==> config.mk <==
export PLATFORM = sky130hd
export DESIGN_NAME = nvm_wear_ctrl
export DESIGN_NICKNAME = d
export VERILOG_FILES = /design/src/rtl/nvm_wear_pkg.sv /design/src/rtl/nvm_cell_array.sv /design/src/rtl/nvm_wear_plan.sv /design/src/rtl/nvm_phase_timer.sv /design/src/rtl/nvm_wear_ctrl.sv
export SDC_FILE = /design/constraint.sdc
export NUM_CORES = 1
export LEC_CHECK = 0
export ABC_AREA = 1
export BUFFER_PORTS_ARGS = -buffer_cell sky130_fd_sc_hd__clkbuf_2
export CAP_MARGIN = 5
export CORE_UTILIZATION = 42
export CTS_BUF_LIST = sky130_fd_sc_hd__clkbuf_16
export CTS_CLUSTER_SIZE = 24
export DETAILED_ROUTE_END_ITERATION = 10
export SYNTH_ARGS = -nofsm -noshare
export SYNTH_HDL_FRONTEND = slang
export SYNTH_SLANG_ARGS = --single-unit
==> constraint.sdc <==
create_clock -name clk -period 5.9 [get_ports clk]
set_clock_uncertainty 0.2 [all_clocks]
set_input_delay 1.475 -clock clk [delete_from_list [all_inputs] [get_ports clk]]
set_output_delay 1.475 -clock clk [all_outputs]
set_load 0.1 [all_outputs]
==> src/rtl/nvm_wear_pkg.sv <==
package nvm_wear_pkg;
    typedef enum logic [1:0] {
        PH_IDLE  = 2'd0,
        PH_CMP   = 2'd1,
        PH_ERASE = 2'd2,
        PH_PROG  = 2'd3
    } phase_e;

    typedef struct packed {
        logic skip;
        logic erase;
        logic prog;
    } wear_plan_t;

    localparam logic [1:0] SEL_ADDR = 2'd0;
    localparam logic [1:0] SEL_DATA = 2'd1;
    localparam logic [1:0] SEL_CTRL = 2'd2;
endpackage

==> src/rtl/nvm_cell_array.sv <==
module nvm_cell_array #(
    parameter int AW = 4,
    parameter int DW = 8
) (
    input  logic          clk,
    input  logic          rst_n,
    input  logic [AW-1:0] addr,
    input  logic          erase_en,
    input  logic          prog_en,
    input  logic [DW-1:0] prog_data,
    output logic [DW-1:0] rd_data
);
    localparam int DEPTH = 1 << AW;

    logic [DW-1:0] cell_q [DEPTH];

    for (genvar i = 0; i < DEPTH; i++) begin : g_cell
        logic [DW-1:0] cell_d;
        logic          hit;
        assign hit = (addr == AW'(i));
        always_comb begin
            cell_d = cell_q[i];
            if (hit && erase_en) cell_d = '1;
            else if (hit && prog_en) cell_d = cell_q[i] & prog_data;
        end
        always_ff @(posedge clk or negedge rst_n) begin
            if (!rst_n) cell_q[i] <= '1;
            else        cell_q[i] <= cell_d;
        end
    end

    assign rd_data = cell_q[addr];
endmodule

==> src/rtl/nvm_wear_plan.sv <==
module nvm_wear_plan
    import nvm_wear_pkg::*;
#(
    parameter int DW = 8
) (
    input  logic [DW-1:0] old_val,
    input  logic [DW-1:0] new_val,
    output wear_plan_t    plan
);
    logic same;
    logic all_ones;
    logic clear_only;

    always_comb begin
        same       = (old_val == new_val);
        all_ones   = (new_val == {DW{1'b1}});
        clear_only = ((old_val & new_val) == new_val);
        plan.skip  = same;
        plan.erase = !same && (all_ones || !clear_only);
        plan.prog  = !same && !all_ones;
    end
endmodule

==> src/rtl/nvm_phase_timer.sv <==
module nvm_phase_timer #(
    parameter int TW = 4
) (
    input  logic          clk,
    input  logic          rst_n,
    input  logic          load,
    input  logic [TW-1:0] load_val,
    output logic          expired
);
    logic [TW-1:0] cnt_d, cnt_q;

    always_comb begin
        cnt_d = cnt_q;
        if (load)             cnt_d = load_val;
        else if (cnt_q != '0) cnt_d = cnt_q - 1'b1;
    end

    always_ff @(posedge clk or negedge rst_n) begin
        if (!rst_n) cnt_q <= '0;
        else        cnt_q <= cnt_d;
    end

    assign expired = (cnt_q == '0);
endmodule

==> src/rtl/nvm_wear_ctrl.sv <==
module nvm_wear_ctrl
    import nvm_wear_pkg::*;
#(
    parameter int AW        = 4,
    parameter int DW        = 8,
    parameter int ERASE_CYC = 16,
    parameter int PROG_CYC  = 12
) (
    input  logic          clk,
    input  logic          rst_n,
    input  logic          reg_wr,
    input  logic [1:0]    reg_sel,
    input  logic [DW-1:0] reg_wdata,
    output logic [AW-1:0] addr_out,
    output logic [DW-1:0] data_out,
    output logic          busy,
    output logic          done,
    output logic [1:0]    phase
);
    localparam int MAXC = (ERASE_CYC > PROG_CYC) ? ERASE_CYC : PROG_CYC;
    localparam int TW   = $clog2(MAXC + 1);

    typedef struct packed {
        phase_e        ph;
        logic [AW-1:0] addr;
        logic [DW-1:0] data;
        logic          need_prog;
        logic          done;
    } ctrl_t;

    ctrl_t         st_d, st_q;
    wear_plan_t    plan;
    logic [DW-1:0] arr_rd;
    logic          arr_erase, arr_prog;
    logic          tmr_load, tmr_expired;
    logic [TW-1:0] tmr_val;
    logic          accept;

    nvm_cell_array #(.AW(AW), .DW(DW)) u_array (
        .clk       (clk),
        .rst_n     (rst_n),
        .addr      (st_q.addr),
        .erase_en  (arr_erase),
        .prog_en   (arr_prog),
        .prog_data (st_q.data),
        .rd_data   (arr_rd)
    );

    nvm_wear_plan #(.DW(DW)) u_plan (
        .old_val (arr_rd),
        .new_val (st_q.data),
        .plan    (plan)
    );

    nvm_phase_timer #(.TW(TW)) u_timer (
        .clk      (clk),
        .rst_n    (rst_n),
        .load     (tmr_load),
        .load_val (tmr_val),
        .expired  (tmr_expired)
    );

    always_comb begin
        st_d      = st_q;
        st_d.done = 1'b0;
        tmr_load  = 1'b0;
        tmr_val   = '0;
        arr_erase = 1'b0;
        arr_prog  = 1'b0;
        accept    = reg_wr && (st_q.ph == PH_IDLE);

        unique case (st_q.ph)
            PH_IDLE: begin
                if (accept) begin
                    case (reg_sel)
                        SEL_ADDR: st_d.addr = reg_wdata[AW-1:0];
                        SEL_DATA: st_d.data = reg_wdata;
                        SEL_CTRL: begin
                            if (reg_wdata[1])      st_d.ph   = PH_CMP;
                            else if (reg_wdata[0]) st_d.data = arr_rd;
                        end
                        default: ;
                    endcase
                end
            end
            PH_CMP: begin
                if (plan.skip) begin
                    st_d.ph   = PH_IDLE;
                    st_d.done = 1'b1;
                end else if (plan.erase) begin
                    st_d.ph        = PH_ERASE;
                    st_d.need_prog = plan.prog;
                    tmr_load       = 1'b1;
                    tmr_val        = TW'(ERASE_CYC - 1);
                end else begin
                    st_d.ph        = PH_PROG;
                    st_d.need_prog = 1'b0;
                    tmr_load       = 1'b1;
                    tmr_val        = TW'(PROG_CYC - 1);
                end
            end
            PH_ERASE: begin
                if (tmr_expired) begin
                    arr_erase = 1'b1;
                    if (st_q.need_prog) begin
                        st_d.ph   = PH_PROG;
                        tmr_load  = 1'b1;
                        tmr_val   = TW'(PROG_CYC - 1);
                    end else begin
                        st_d.ph   = PH_IDLE;
                        st_d.done = 1'b1;
                    end
                end
            end
            PH_PROG: begin
                if (tmr_expired) begin
                    arr_prog       = 1'b1;
                    st_d.ph        = PH_IDLE;
                    st_d.need_prog = 1'b0;
                    st_d.done      = 1'b1;
                end
            end
            default: st_d.ph = PH_IDLE;
        endcase
    end

    always_ff @(posedge clk or negedge rst_n) begin
        if (!rst_n) begin
            st_q.ph        <= PH_IDLE;
            st_q.addr      <= '0;
            st_q.data      <= '0;
            st_q.need_prog <= 1'b0;
            st_q.done      <= 1'b0;
        end else begin
            st_q <= st_d;
        end
    end

    assign addr_out = st_q.addr;
    assign data_out = st_q.data;
    assign busy     = (st_q.ph != PH_IDLE);
    assign done     = st_q.done;
    assign phase    = st_q.ph;
endmodule

### Word-level counts from Yosys, hierarchy flattened

Index checks and enable logic that the tools add are counted.

* bits of input ports: 13
* logic and storage cells: 211
* bits in registers: 149
* output and inout port bits: 16

* bitwise gates (word level): 18
* eq/ne operators: 31
* reductions and logical operators: 68
* order comparisons: 1
* mux-type cells: 70
* $add $sub $neg: 1

Operator list (count)
* 2-to-1 mux 8 bit: 36
* bitwise AND 8 bit: 17
* nonzero test 2 bit: 20
* logical AND 1 bit: 35
* binary-select mux 8 bit (select 4 bit): 1
* equality test 4 bit (second input constant): 8
* equality test 4 x 3 -> 1 bit (second input constant): 4
* equality test 8 bit: 2
* 2-to-1 mux 4 bit: 4
* one-hot mux 8 bit (2 select lines): 1
* 2-to-1 mux 14 bit: 1
* 2-to-1 mux 2 bit: 7
* inequality test 2 bit (second input constant): 7
* 2-to-1 mux 1 bit: 12
* 2-to-1 mux 5 bit: 2
* AND reduction 5 bit: 2
* equality test 4 x 2 -> 1 bit (second input constant): 2
* equality test 8 bit (second input constant): 1
* one-hot mux 2 bit (4 select lines): 1
* one-hot mux 4 bit (2 select lines): 1
* equality test 2 bit (second input constant): 3
* AND reduction 3 bit: 2
* greater-or-equal comparator 5 bit (second input constant): 1
* logical NOT 5 bit: 1
* other kinds (13): 18

### Longest topological paths before layout

Gate-level depths: netlist (run 1).

* depth in word-level cells: 13
* mapped depth: 18
* mapped depth without buffers: 16

### Cells and area by module

From an unflattened synthesis (run 1), not the netlist that was laid out.

* cells, all modules: 1062
* area total of the unflattened synthesis: 8127.8 µm²

By module, submodules not included
* nvm_cell_array: times used 1, cells an instance 838, area each 6496.2 µm²
* nvm_wear_ctrl: times used 1, cells an instance 144, area each 1089.8 µm²
* nvm_phase_timer: times used 1, cells an instance 39, area each 302.8 µm²
* nvm_wear_plan: times used 1, cells an instance 41, area each 239.0 µm²

### Least setup slack after synthesis (run 1)

No wires, ideal clock.

* path kind: register to output
* start point: register st_q, in the netlist phase[0]
* end point: output port busy
* cell stages (with the launch flop): 4
* data arrival time: 1.284 ns
* path buffers: 0
* path slack: 2.941 ns
* path through: dfrtp_1 inv_1 ha_1 inv_1

* word-level cells in the longest chain between the ends: 1

RTL lines
* start: declaration: line nvm_wear_ctrl.sv:31 `ctrl_t st_d, st_q;`
* start signal: assignment: line nvm_wear_ctrl.sv:135 `st_q <= st_d;`
* nonzero test 2 bit: line nvm_wear_ctrl.sv:141 `assign busy = (st_q.ph != PH_IDLE);`
* end: declaration: line nvm_wear_ctrl.sv:16 `output logic busy,`

No other way between the ends.

### Worst setup path after layout (run 1)

* start point: register, netlist name addr_out[1]
* end point: register u_timer.cnt_q[4]

* word-level cells in the longest chain between the ends: 8
* elaborated cells between the ends (all ways): 9
* those cells by class: eq/ne: 1; mux: 6; bitwise: 1; reduce/logical: 1

RTL lines
* NOT 4 -> 5 bit (implied by the code) (*): line nvm_cell_array.sv:32 `assign rd_data = cell_q[addr];`
* binary-select mux 8 bit (select 4 bit) (*): line nvm_cell_array.sv:32
* 2-to-1 mux 8 bit (implied by the code) (*) (2 in series): line nvm_cell_array.sv:32
* equality test 8 bit (*): line nvm_wear_plan.sv:15 `same = (old_val == new_val);`
* 2-to-1 mux 1 bit (*): line nvm_wear_ctrl.sv:87 `if (plan.skip) begin`
* one-hot mux 1 bit (2 select lines) (*): line nvm_wear_ctrl.sv:72 `unique case (st_q.ph)`
* 2-to-1 mux 5 bit / nonzero test 2 bit (equally long branches)
* end signal: assignment: line nvm_phase_timer.sv:20 `else cnt_q <= cnt_d;`
* end: declaration: line nvm_phase_timer.sv:10 `logic [TW-1:0] cnt_d, cnt_q;`

Every way passes the cells marked *; elsewhere a longest branch is shown, timed or not. The select of a mux whose other input is x is not followed.
A chain may end at the register's enable or synchronous reset.

==> summary.md, run 1 <==
| Metric | Value |
|---|---|
| Worst slew pin tran | `0.8288 ns` |
| CP dominant cell by count | `nand2_1` |
| Slowest stage cell on the critical path | `nor2_4` |
| Initial core utilization | `0.4314` |
| RR Startpoint | `addr_out[1]$_DFFE_PN0P_` |
| R2R Path End | `u_timer.cnt_q[4]$_DFFE_PN0P_` |
| Crit path DAT | `3.98 ns` |
| Count of cell types in the netlist | `32` |
| Reg power frac | `0.343` |
| Largest family of logic cells by synthesized area | `simple AND/OR/NAND/NOR gates` |
| Sw frac | `0.4545` |
| Most numerous cell in the Yosys netlist | `nand2_1` |
| Setup TNS | `0 ns` |
| Vias in the first global route | `6223` |
| Hold Path Origin | `u_array.cell_q[61]$_DFFE_PN1P_` |
| Cell Int Power | `2.499 mW` |
| GR Util met2 | `0.3836` |
| Max-Cap Viols | `0` |
| Post-synthesis compound-gate area fraction | `0.09509` |
| Hold_buf cts | `0` |
| Final hold viol count | `0` |
| Top Ports | `29` |
| Core area | `18090 sq um` |
| DRC violation total after the first TritonRoute iteration | `678` |
| CP max FO | `56` |
| Placer Congestion | `0.8640` |
| Maximum VDD drop | `0.0002320 V` |
| Element type at the critical path start | `register` |
| Clk Latency, worst-skew pair | `0.43 ns` |
| Peak-usage layer in the global routing report | `met2` |
| Synth Warn # | `0` |
| Share of layout cells above drive strength 1 | `0.2751` |
| Final non-filler cell total | `1174` |
| Worst path required time | `6.07 ns` |
| Die width | `138.3 um` |
| Met1 Usage GRT | `0.3406` |
| CP max stage delay | `0.68 ns` |
| Reg2Reg Setup Slack | `2.09 ns` |
| Comb power frac | `0.416` |
| WL final | `22060 um` |
| EDFF count, synth | `0` |
| Cells after synthesis | `924` |
| Outcome | `finished, violations left` |
| Most used flip-flop cell after synthesis | `dfstp_2` |
| DPL Wire Length | `14310 um` |
| P_sw | `2.083 mW` |
| Synth top area share | `0.4310` |
| Period utilisation layout | `0.6460` |
| Post-Syn Area per Cell | `8.444 sq um` |
| Cell breakdown of the critical path | `buf_4 > inv_4 > nor2_4 > nand2_1 > nand3_1 > nand2_1 > nand2_1 > nor2_2 > ha_1 > nand4_1 > or2_2 > nand2_1 > o21ai_0 > nand2_1 > and3_1` |
| Nets | `959` |
| Antenna Cells | `0` |
| Kind of critical path | `register to register` |
| Worst path buffer plus inverter count | `2` |
| Port bufs | `28` |
| Clock power share | `0.242` |
| Total Routing Usage GR | `0.2445` |
| Drt drc | `2` |
| Die H | `138.3 um` |
| Post-Synth XOR/XNOR Area | `0.001123` |
| Max Slew Vio Count | `0` |
| Vias per inst | `5.349` |
| Final setup viols | `0` |
| Most area-consuming cells after synthesis | `dfstp_2 43%, nand2_1 16%, dfrtp_1 6.7%` |
| Multiplexer area fraction after synthesis | `0` |
| Endpoint, Worst Hold | `u_array.cell_q[61]$_DFFE_PN1P_` |
| H-tree depth | `4` |
| Total grt overflow | `0` |
| Largest net degree at the start of global routing | `85` |
| Leading area contributor after synthesis | `dfstp_2` |
| Worst r2r path cells | `15` |
| Slew margin rel. | `0.4475` |
| Worst setup EP type | `register` |
| CTS tree | `done` |
| First-pass GRT wire length | `35420 um` |
| Post-CTS sizing | `0` |
| Post-synthesis adder-cell area fraction | `0.02085` |
| Die area | `19130 sq um` |
| GRT met3 Usage | `0.03845` |
| Post-Synth Simple-Gate Area | `0.3202` |
| Hold path cells | `2` |
| Min-Delay Path Class | `register to register` |
| CTS clk-pin slew, worst paths | `0.06 ns` |
| Wire per inst | `18.79 um` |
| Post-Syn Nets | `950` |
| RSZ-0062 raised after global routing | `false` |
| Initial antenna violation count | `0` |
| Routed Antenna Nets | `0` |
| Drt pass-1 iters | `8` |
| Fmax achieved | `0.2624 GHz` |
| Async SR Flop Fraction | `1.000` |
| Post-synthesis sequential area ratio | `0.4984` |
| P_leak | `4.357 nW` |
| Placed Cells | `1143` |
| Area Overhead vs Synth | `9.461%` |
| Post-CTS setup buffer count | `0` |
| Clk buf depth | `2` |
| Violated checks | `DRC` |
| Cell row count | `49` |
| Cell Area, Synth | `7802 sq um` |
| Commonest cells post-synth | `342 x nand2_1, 128 x dfstp_2, 86 x nand3_1` |
| PD cells | `536.5 nW/um^2` |
| Total CTS buffers | `17` |
| Critical path's top delay family | `simple AND/OR/NAND/NOR gates` |
| Clk root buf | `clkbuf_16` |
| Clock sink count | `149` |
| Via count | `6280` |
| Synth Register Bits | `149` |
| Period minus WS final | `3.811 ns` |
## state kept, by name (all words and copies together) (netlist names)
name            count
phase               2
data_out            8
addr_out            4
u_array.cell_q    128
u_timer.cnt_q       5
st_q                1
done                1
## placed cells by master (no fill, tap or decap), drive strengths merged
cell type | synthesis | routed
nand2 | 372 | 372
or2 | 1 | 1
o21ai | 140 | 140
o21bai | 1 | 1
nor2 | 48 | 48
clkinvlp | 0 | 2
and3 | 1 | 1
dfrtp | 21 | 21
nand3 | 86 | 86
nand4 | 26 | 26
a31oi | 1 | 1
dfstp | 128 | 128
xor2 | 1 | 1
ha | 13 | 13
clkinv | 1 | 8
o211ai | 1 | 1
clkbuf | 12 | 44
buf | 38 | 13
bufinv | 0 | 4
a21oi | 4 | 4
inv | 29 | 30
## cell type report
cell class,count,area (sq um)
fill,1797,9545
sequential,149,3890
multi-input combinational,695,3412
clock buffer,17,425.4
tap,229,286.5
timing repair buffer,40,236.5
clock inverter,14,167.7
inverter,30,122.6
## worst min-delay path, delay by kind of cell (launching register included)
kind	cells	cell delay, ns
AOI/OAI and AO/OA	1	0.06
DFF	1	0.37
and+or+nand+nor	1	0.05
## metrics by stage
stage                     power (mW)  utilization  instance area, sq um  worst slack, ns  hold WS [ns]
after detailed placement       3.480       0.4394                  7948            2.139        0.2664
after global placement         3.466       0.4394                  7948            2.211        0.2621
after floorplan                3.083            -                  7802            2.941        0.2537
after CTS                      4.599       0.4722                  8541            2.124        0.2758
final                          4.582       0.4722                  8541            2.089        0.2758
after global routing           4.852       0.4722                  8541            1.737        0.2851
## worst max-delay path by stage
stage,from,end,depth (start not counted)
after floorplan,phase[0]$_DFFE_PN0P_,busy,3
after global placement,addr_out[1]$_DFFE_PN0P_,u_timer.cnt_q[4]$_DFFE_PN0P_,15
after detailed placement,addr_out[1]$_DFFE_PN0P_,u_timer.cnt_q[2]$_DFFE_PN0P_,15
after CTS,addr_out[1]$_DFFE_PN0P_,u_timer.cnt_q[4]$_DFFE_PN0P_,15
after global routing,addr_out[1]$_DFFE_PN0P_,u_timer.cnt_q[2]$_DFFE_PN0P_,16
final,addr_out[1]$_DFFE_PN0P_,u_timer.cnt_q[4]$_DFFE_PN0P_,15
## cells by family after synthesis
kind of cell,after synthesis
buf+inv,80
xor+xnor,1
compound gates,147
flops,149
fa+ha+maj,13
simple gates,534
## power groups by stage
stage / sequential [mW] / clock, mW / combinational (mW)
global route: 1.60 / 1.17 / 2.09
floorplan: 1.52 / 0 / 1.56
global placement: 1.58 / 0 / 1.89
CTS: 1.57 / 1.13 / 1.91
detailed placement: 1.58 / 0 / 1.90
finish: 1.57 / 1.11 / 1.90
## metal layers
| metal | wire [um] | vias up |
|---|---|---|
| met5 | 0 | - |
| met4 | 479 | 0 |
| met3 | 1135 | 32 |
| met2 | 10250 | 187 |
| met1 | 10200 | 3010 |
| li1 | - | 3051 |
(Power assumes the default switching activity.)
==> run 2: changes to the inputs <==
--- a/config.mk
+++ b/config.mk
@@ -5,7 +5,7 @@
 export SDC_FILE = /design/constraint.sdc
 export NUM_CORES = 1
 export LEC_CHECK = 0
-export ABC_AREA = 1
+export ABC_AREA = 0
 export BUFFER_PORTS_ARGS = -buffer_cell sky130_fd_sc_hd__clkbuf_2
 export CAP_MARGIN = 5
 export CORE_UTILIZATION = 42
==> constraint.sdc (replaced) <==
create_clock -name clk -period 3.3 [get_ports clk]
set_clock_uncertainty 0.2 [all_clocks]
set_input_delay 0.825 -clock clk [delete_from_list [all_inputs] [get_ports clk]]
set_output_delay 0.825 -clock clk [all_outputs]
set_load 0.1 [all_outputs]
==> run 2 against run 1 <==
The run now ends clean. Cell area is 4.1% lower. Die area decreased by 7.1%. Final cell count shrank 23%. Count of clock-buffer cells in the layout up 1. Core utilization up 1.8 points. Combinational power rose by 57%. First-iteration DRC count fell by 27%. Critical path type unchanged.
==> summary.md, run 2 <==
| Metric | Value |
|---|---|
| Async SR Flop Fraction | `1.000 (unchanged)` |
| RR Startpoint | `addr_out[0]$_DFFE_PN0P_ (was addr_out[1]$_DFFE_PN0P_)` |
| Initial antenna violation count | `0 (unchanged)` |
| Largest reg by FF count | `u_array.cell_q (unchanged)` |
| CTS clk-pin slew, worst paths | `0.06 ns (about the same)` |
| Fmax achieved | `0.3236 GHz (was 0.2624 GHz)` |
| Die area | `17770 sq um (was 19130 sq um)` |
| Outcome | `complete, no violations (was finished, violations left)` |
| Min-Delay Path Class | `input pin to async pin (was register to register)` |
| P_leak | `3.822 nW (was 4.357 nW)` |
| Largest family of logic cells by synthesized area | `simple AND/OR/NAND/NOR gates (unchanged)` |
| Vias per inst | `5.819 (was 5.349)` |
| CP Launch Point | `addr_out[0]$_DFFE_PN0P_ (was addr_out[1]$_DFFE_PN0P_)` |
| Total grt overflow | `0 (unchanged)` |
| Final non-filler cell total | `906 (was 1174)` |
| Final hold viol count | `0 (unchanged)` |
| CP max FO | `27 (was 56)` |
| Clk root buf | `clkbuf_16 (unchanged)` |
| Cell breakdown of the critical path | `buf_12 > mux4_2 > a22o_1 > nor2_2 > ha_1 > nand4_1 > o21ai_1 > a21boi_0 > or2_2 (was buf_4 > inv_4 > nor2_4 > nand2_1 > nand3_1 > nand2_1 > nand2_1 > nor2_2 > ha_1 > nand4_1 > or2_2 > nand2_1 > o21ai_0 > nand2_1 > and3_1)` |
| Crit path DAT | `3.20 ns (was 3.98 ns)` |
| Slew margin rel. | `0.4041 (was 0.4475)` |
| Commonest non-fill, non-tap cells in the layout | `150 x nand2_1, 128 x dfstp_2, 123 x o21ai_0 (was 342 x nand2_1, 128 x dfstp_2, 86 x nand3_1)` |
| Post-layout util | `0.4906 (was 0.4722)` |
| Routed Antenna Nets | `0 (unchanged)` |
| Synth top area share | `0.4644 (was 0.4310)` |
| RSZ-0062 raised after global routing | `false (unchanged)` |
| Die width | `133.3 um (was 138.3 um)` |
| Placer Congestion | `0.8629 (was 0.8640)` |
| EDFF count, synth | `0 (unchanged)` |
| Area Overhead vs Synth | `13.15% (was 9.461%)` |
| Most used flip-flop cell after synthesis | `dfstp_2 (unchanged)` |
| Vias in the first global route | `5270 (was 6223)` |
| Post-synthesis adder-cell area fraction | `0.02246 (was 0.02085)` |
| Clk buf depth | `2 (unchanged)` |
| PD cells | `934.2 nW/um^2 (was 536.5 nW/um^2)` |
| Max Slew Vio Count | `0 (unchanged)` |
| Synth Warn # | `0 (unchanged)` |
| Period utilisation layout | `0.9366 (was 0.6460)` |
| Clk Latency, worst-skew pair | `0.44 ns (was 0.43 ns)` |
| Commonest cells post-synth | `150 x nand2_1, 128 x dfstp_2, 124 x o21ai_0 (was 342 x nand2_1, 128 x dfstp_2, 86 x nand3_1)` |
| Wire per inst | `21.89 um (was 18.79 um)` |
| Share of layout cells above drive strength 1 | `0.3819 (was 0.2751)` |
| Drt drc | `0 (was 2)` |
| Cell row count | `47 (was 49)` |
| Post-Synth XOR/XNOR Area | `0.002419 (was 0.001123)` |
| Worst path required time | `3.41 ns (was 6.07 ns)` |
| Initial core utilization | `0.4336 (was 0.4314)` |
| Post-CTS setup buffer count | `0 (unchanged)` |
| DRC violation total after the first TritonRoute iteration | `496 (was 678)` |
| Slowest stage cell on the critical path | `mux4_2 (was nor2_4)` |
| Nets | `699 (was 959)` |
| Most common cell after layout, fill and taps aside | `nand2_1 (unchanged)` |
| Maximum VDD drop | `0.0004782 V (was 0.0002320 V)` |
| Post-Syn Nets | `671 (was 950)` |
| Worst setup EP type | `register (unchanged)` |
| H-tree depth | `4 (unchanged)` |
| Synth Register Bits | `149 (unchanged)` |
| Port bufs | `28 (unchanged)` |
| Final setup viols | `0 (unchanged)` |
| Power Total | `7.655 mW (was 4.582 mW)` |
| Most area-consuming cells after synthesis | `dfstp_2 46%, o21ai_0 8.6%, mux4_2 8.1% (was dfstp_2 43%, nand2_1 16%, dfrtp_1 6.7%)` |
| DPL Wire Length | `13710 um (was 14310 um)` |
| Placed Cells | `874 (was 1143)` |
| First-pass GRT wire length | `31450 um (was 35420 um)` |
| Total Routing Usage GR | `0.2402 (was 0.2445)` |
| Multiplexer area fraction after synthesis | `0.1228 (was 0)` |
| Hold_buf cts | `0 (unchanged)` |
| Antenna Cells | `0 (unchanged)` |
| Kind of critical path | `register to register (unchanged)` |
| Post-synthesis sequential area ratio | `0.5370 (was 0.4984)` |
| Drt pass-1 iters | `5 (was 8)` |
| Max FFs per register | `128 (unchanged)` |
| Core area | `16700 sq um (was 18090 sq um)` |
| Multi-input logic area | `3080 sq um (was 3412 sq um)` |
| Most numerous cell in the Yosys netlist | `nand2_1 (unchanged)` |
| Worst slew pin tran | `0.8920 ns (was 0.8288 ns)` |
| Top Ports | `29 (unchanged)` |
| Cell Area, Synth | `7242 sq um (was 7802 sq um)` |
| Period minus WS final | `3.091 ns (was 3.811 ns)` |
| Setup TNS | `0 ns (unchanged)` |
| CTS tree | `done (unchanged)` |
| Via count | `5272 (was 6280)` |
| Cells after synthesis | `645 (was 924)` |
| Leading area contributor after synthesis | `dfstp_2 (unchanged)` |
| WL final | `19840 um (was 22060 um)` |
| Post-Syn Area per Cell | `11.23 sq um (was 8.444 sq um)` |
| Count of cell types in the netlist | `46 (was 32)` |
| Largest net degree at the start of global routing | `62 (was 85)` |
| Total CTS buffers | `17 (unchanged)` |
| Clock sink count | `149 (unchanged)` |
| Max-Cap Viols | `0 (unchanged)` |
| Storage element area | `3890 sq um (unchanged)` |
| Post-synthesis compound-gate area fraction | `0.1263 (was 0.09509)` |
| Post-Synth Simple-Gate Area | `0.1513 (was 0.3202)` |
| Fillers | `1517 (was 1797)` |
| Die H | `133.3 um (was 138.3 um)` |
| CP max stage delay | `0.61 ns (was 0.68 ns)` |
| Element type at the critical path start | `register (unchanged)` |
run 2: kinds of logic (layout without fill, tap and decap cells):
family                   after synthesis  in the layout
AO/OA/AOI/OAI                        165            165
XOR/XNOR                               2              2
adder cells (fa/ha/maj)               13             13
buffers and inverters                 47             88
flip-flops                           149            149
multiplexers                          46             46
AND/OR/NAND/NOR                      223            223
run 2: worst paths after layout:
path	to	slack, ns	cells past startpoint
worst max-delay path	u_timer.cnt_q[1]$_DFFE_PN0P_	0.21	9
worst min-delay path	data_out[5]$_DFFE_PN0P_	0.18	1
worst max register to register	u_timer.cnt_q[1]$_DFFE_PN0P_	0.21	9
worst min register to register	u_array.cell_q[39]$_DFFE_PN1P_	0.28	2
max in group asynchronous	u_array.cell_q[23]$_DFFE_PN1P_	2.02	2
min in group clk	u_array.cell_q[39]$_DFFE_PN1P_	0.28	2
run 2: per-layer routing:
layer  routed length (um)  global-route usage  up-vias
met4                  652              0.1193        0
met2                 8383              0.3241      231
met5                    0                   0        -
li1                     -                   -     2357
met1                 9368              0.3563     2648
met3                 1429             0.06050       36
run 2: worst max-delay path, delay by kind of cell, from the launching register on:
kind                     cells  cell delay (ns)
AO/OA/AOI/OAI                3             0.71
multiplexers                 1             0.61
buffers and inverters        1             0.23
flip-flops                   1             0.42
AND/OR/NAND/NOR              3             0.64
adder cells (fa/ha/maj)      1             0.16
run 2: layout make-up:
class | count | share of cell area
Sequential cell | 149 | 0.4747
Multi-Input combinational cell | 449 | 0.3759
Clock buffer | 18 | 0.05497
Timing Repair Buffer | 51 | 0.04505
Tap cell | 220 | 0.03359
Clock inverter | 14 | 0.01344
Inverter | 5 | 0.002290
run 2: power by group:
part,total (mW),switching [mW],internal (mW)
clock,1.84,0.774,1.07
sequential,2.83,0.451,2.38
combinational,2.98,1.99,0.986
run 2: per-stage QoR:
step / cell area [sq um] / hold WS, ns / setup slack [ns]
floorplan: 7242 / 0.2542 / 0.4810
global placement: 7634 / 0.2645 / 0.1862
detailed placement: 7634 / 0.2685 / 0.09937
CTS: 8194 / 0.1836 / 0.08976
global route: 8194 / 0.2211 / 0.02127
finish: 8194 / 0.1817 / 0.2094
run 2: what timing repair did:
| action | CTS | global route |
|---|---|---|
| resized for setup | 0 | 1 |
| endpoints found under the setup margin | 0 | 3 |
| hold endpoints to repair | 0 | 0 |
==> run 3: changes to the inputs <==
--- a/config.mk
+++ b/config.mk
@@ -8,6 +8,7 @@
 export ABC_AREA = 0
 export BUFFER_PORTS_ARGS = -buffer_cell sky130_fd_sc_hd__clkbuf_2
 export CAP_MARGIN = 5
+export CORE_MARGIN = 2
 export CORE_UTILIZATION = 42
 export CTS_BUF_LIST = sky130_fd_sc_hd__clkbuf_16
 export CTS_CLUSTER_SIZE = 24
==> run 3 against run 2 <==
Clock power barely moved. Core utilization shrank 0.47 points. Global-route usage fell by 0.88 points. Register-to-register slack worse by 0.03 ns. Critical path type unchanged.
==> summary.md, run 3 (synthesis results as in run 2) <==
| Metric | Value |
|---|---|
| First-pass GRT wire length | `31610 um (was 31450 um)` |
| Via count | `5396 (was 5272)` |
| Worst path required time | `3.40 ns (was 3.41 ns)` |
| Initial core utilization | `0.4246 (was 0.4336)` |
| R2R Path End | `u_timer.cnt_q[1]$_DFFE_PN0P_ (unchanged)` |
| Max Slew Vio Count | `0 (unchanged)` |
| Period minus WS final | `3.116 ns (was 3.091 ns)` |
| Period utilisation layout | `0.9443 (was 0.9366)` |
| Clk Latency, worst-skew pair | `0.43 ns (was 0.44 ns)` |
| Area Overhead vs Synth | `14.44% (was 13.15%)` |
| Fillers | `1531 (was 1517)` |
| Total CTS buffers | `17 (unchanged)` |
| Placer Congestion | `0.9218 (was 0.8629)` |
| RR Startpoint | `addr_out[1]$_DFFE_PN0P_ (was addr_out[0]$_DFFE_PN0P_)` |
| Die width | `135.3 um (was 133.3 um)` |
| Min-Delay Path Class | `input pin to async pin (unchanged)` |
| Max-Cap Viols | `0 (unchanged)` |
| DPL Wire Length | `13690 um (was 13710 um)` |
| Largest reg by FF count | `u_array.cell_q (unchanged)` |
| Worst path buffer plus inverter count | `2 (was 1)` |
| Fmax achieved | `0.3209 GHz (was 0.3236 GHz)` |
| Routed Antenna Nets | `0 (unchanged)` |
| Setup TNS | `0 ns (unchanged)` |
| Clk root buf | `clkbuf_16 (unchanged)` |
| Slowest stage cell on the critical path | `dfrtp_1 (was mux4_2)` |
| Share of layout cells above drive strength 1 | `0.3911 (was 0.3819)` |
| Worst r2r path cells | `10 (was 9)` |
| CP max stage delay | `0.70 ns (was 0.61 ns)` |
| Reg2Reg Setup Slack | `0.18 ns (was 0.21 ns)` |
| Drt pass-1 iters | `6 (was 5)` |
| Worst hold slack | `0.1201 ns (was 0.1817 ns)` |
| Cell breakdown of the critical path | `buf_12 > mux4_2 > a22o_1 > nor2_2 > ha_1 > nand4_1 > o21ai_0 > buf_4 > a21boi_1 > or2_2 (was buf_12 > mux4_2 > a22o_1 > nor2_2 > ha_1 > nand4_1 > o21ai_1 > a21boi_0 > or2_2)` |
| Kind of critical path | `register to register (unchanged)` |
| H-tree depth | `4 (unchanged)` |
| CTS tree | `done (unchanged)` |
| Worst setup EP type | `register (unchanged)` |
| Antenna Cells | `0 (unchanged)` |
| Placed Cells | `887 (was 874)` |
| Commonest non-fill, non-tap cells in the layout | `150 x nand2_1, 128 x dfstp_2, 124 x o21ai_0 (was 150 x nand2_1, 128 x dfstp_2, 123 x o21ai_0)` |
| Top Ports | `29 (unchanged)` |
| Port bufs | `28 (unchanged)` |
| Vias per inst | `5.846 (was 5.819)` |
| Core area | `17060 sq um (was 16700 sq um)` |
| Most common cell after layout, fill and taps aside | `nand2_1 (unchanged)` |
| PD cells | `944.7 nW/um^2 (was 934.2 nW/um^2)` |
| Initial antenna violation count | `0 (unchanged)` |
| Outcome | `complete, no violations (unchanged)` |
| Clk buf depth | `2 (unchanged)` |
| Die H | `135.3 um (was 133.3 um)` |
| Total grt overflow | `0 (unchanged)` |
| Drt drc | `0 (unchanged)` |
| Total Routing Usage GR | `0.2314 (was 0.2402)` |
| Final non-filler cell total | `923 (was 906)` |
| Largest net degree at the start of global routing | `76 (was 62)` |
| P_leak | `3.883 nW (was 3.822 nW)` |
| Nets | `711 (was 699)` |
| Hold_buf cts | `0 (unchanged)` |
| Final hold viol count | `0 (unchanged)` |
| Max FFs per register | `128 (unchanged)` |
| CTS clk-pin slew, worst paths | `0.06 ns (about the same)` |
| Crit path DAT | `3.22 ns (was 3.20 ns)` |
| Final setup viols | `0 (unchanged)` |
| Cell row count | `48 (was 47)` |
| Die area | `18310 sq um (was 17770 sq um)` |
| Clock sink count | `149 (unchanged)` |
| Cell depth of the worst setup path | `10 (was 9)` |
| Worst slew pin tran | `0.7204 ns (was 0.8920 ns)` |
| Critical path capture point | `u_timer.cnt_q[1]$_DFFE_PN0P_ (unchanged)` |
| Wire per inst | `21.52 um (was 21.89 um)` |
| CP Launch Point | `addr_out[1]$_DFFE_PN0P_ (was addr_out[0]$_DFFE_PN0P_)` |
| Critical path's top delay family | `flip-flops (was compound AO/OA/AOI/OAI gates)` |
| DRC violation total after the first TritonRoute iteration | `702 (was 496)` |
| Slew margin rel. | `0.5197 (was 0.4041)` |
| Power Total | `7.830 mW (was 7.655 mW)` |
| CP max FO | `24 (was 27)` |
| RSZ-0062 raised after global routing | `false (unchanged)` |
| Post-layout util | `0.4859 (was 0.4906)` |
| Vias in the first global route | `5213 (was 5270)` |
| Element type at the critical path start | `register (unchanged)` |
| WL final | `19870 um (was 19840 um)` |
| Maximum VDD drop | `0.0005548 V (was 0.0004782 V)` |
==> run 3: stage by stage <==
stage / setup slack, ns / instance area, sq um
3_3_place_gp: 0.02174 / 7687
4_1_cts: 0.07946 / 8255
6_report: 0.1839 / 8288
5_1_grt: 0.002655 / 8288
3_5_place_dp: -0.04122 / 7687
2_1_floorplan: 0.4810 / 7242
==> run 3: worst min-delay path by stage <==
stage | start | endpoint | slack, ns | cells past startpoint
after floorplan | u_array.cell_q[116]$_DFFE_PN1P_ | u_array.cell_q[116]$_DFFE_PN1P_ | 0.25 | 2
after CTS | rst_n | data_out[4]$_DFFE_PN0P_ | 0.12 | 1
final | rst_n | data_out[4]$_DFFE_PN0P_ | 0.12 | 1
after global routing | rst_n | data_out[4]$_DFFE_PN0P_ | 0.14 | 1
after detailed placement | u_array.cell_q[102]$_DFFE_PN1P_ | u_array.cell_q[102]$_DFFE_PN1P_ | 0.27 | 2
after global placement | u_array.cell_q[47]$_DFFE_PN1P_ | u_array.cell_q[47]$_DFFE_PN1P_ | 0.26 | 2
==> run 3: routing by layer <==
layer / global-route usage / vias up / wire (um) / share of wire
met3: 0.05574 / 20 / 1638 / 0.082
met1: 0.3445 / 2750 / 8910 / 0.45
li1: - / 2376 / - / -
met5: 0 / - / 0 / 0
met2: 0.3387 / 250 / 9060 / 0.46
met4: 0.06481 / 0 / 257 / 0.013
==> run 3: layout make-up <==
cell class / instances / area, sq um / area share
Inverter: 5 / 18.77 / 0.002264
Timing Repair Buffer: 63 / 446.7 / 0.05389
Clock inverter: 15 / 142.6 / 0.01721
Multi-Input combinational cell: 449 / 3080 / 0.3717
Sequential cell: 149 / 3892 / 0.4697
Clock buffer: 17 / 425.4 / 0.05133
Tap cell: 225 / 281.5 / 0.03397
==> run 3: timing repair <==
| action | in CTS | in global routing |
|---|---|---|
| cloned | 0 | 0 |
| resized for setup | 1 | 1 |
| buffers inserted | 0 | 4 |
| pin swaps | 0 | 0 |
| endpoints found under the setup margin | 5 | 7 |
==> run 3: worst reg2reg max path, cell delays in order, from the launching register on <==
cell and delay [ns]:
dfrtp_1 0.70, buf_12 0.26, mux4_2 0.39, a22o_1 0.21, nor2_2 0.13, ha_1 0.16, nand4_1 0.13, o21ai_0 0.23
buf_4 0.16, a21boi_1 0.11, or2_2 0.32
==> run 3: power breakdown <==
part	total, mW	internal (mW)	switching [mW]
Combinational	3.15	1.07	2.08
Clock	1.87	1.10	0.765
Sequential	2.81	2.39	0.424
Total	7.83	4.57	3.26
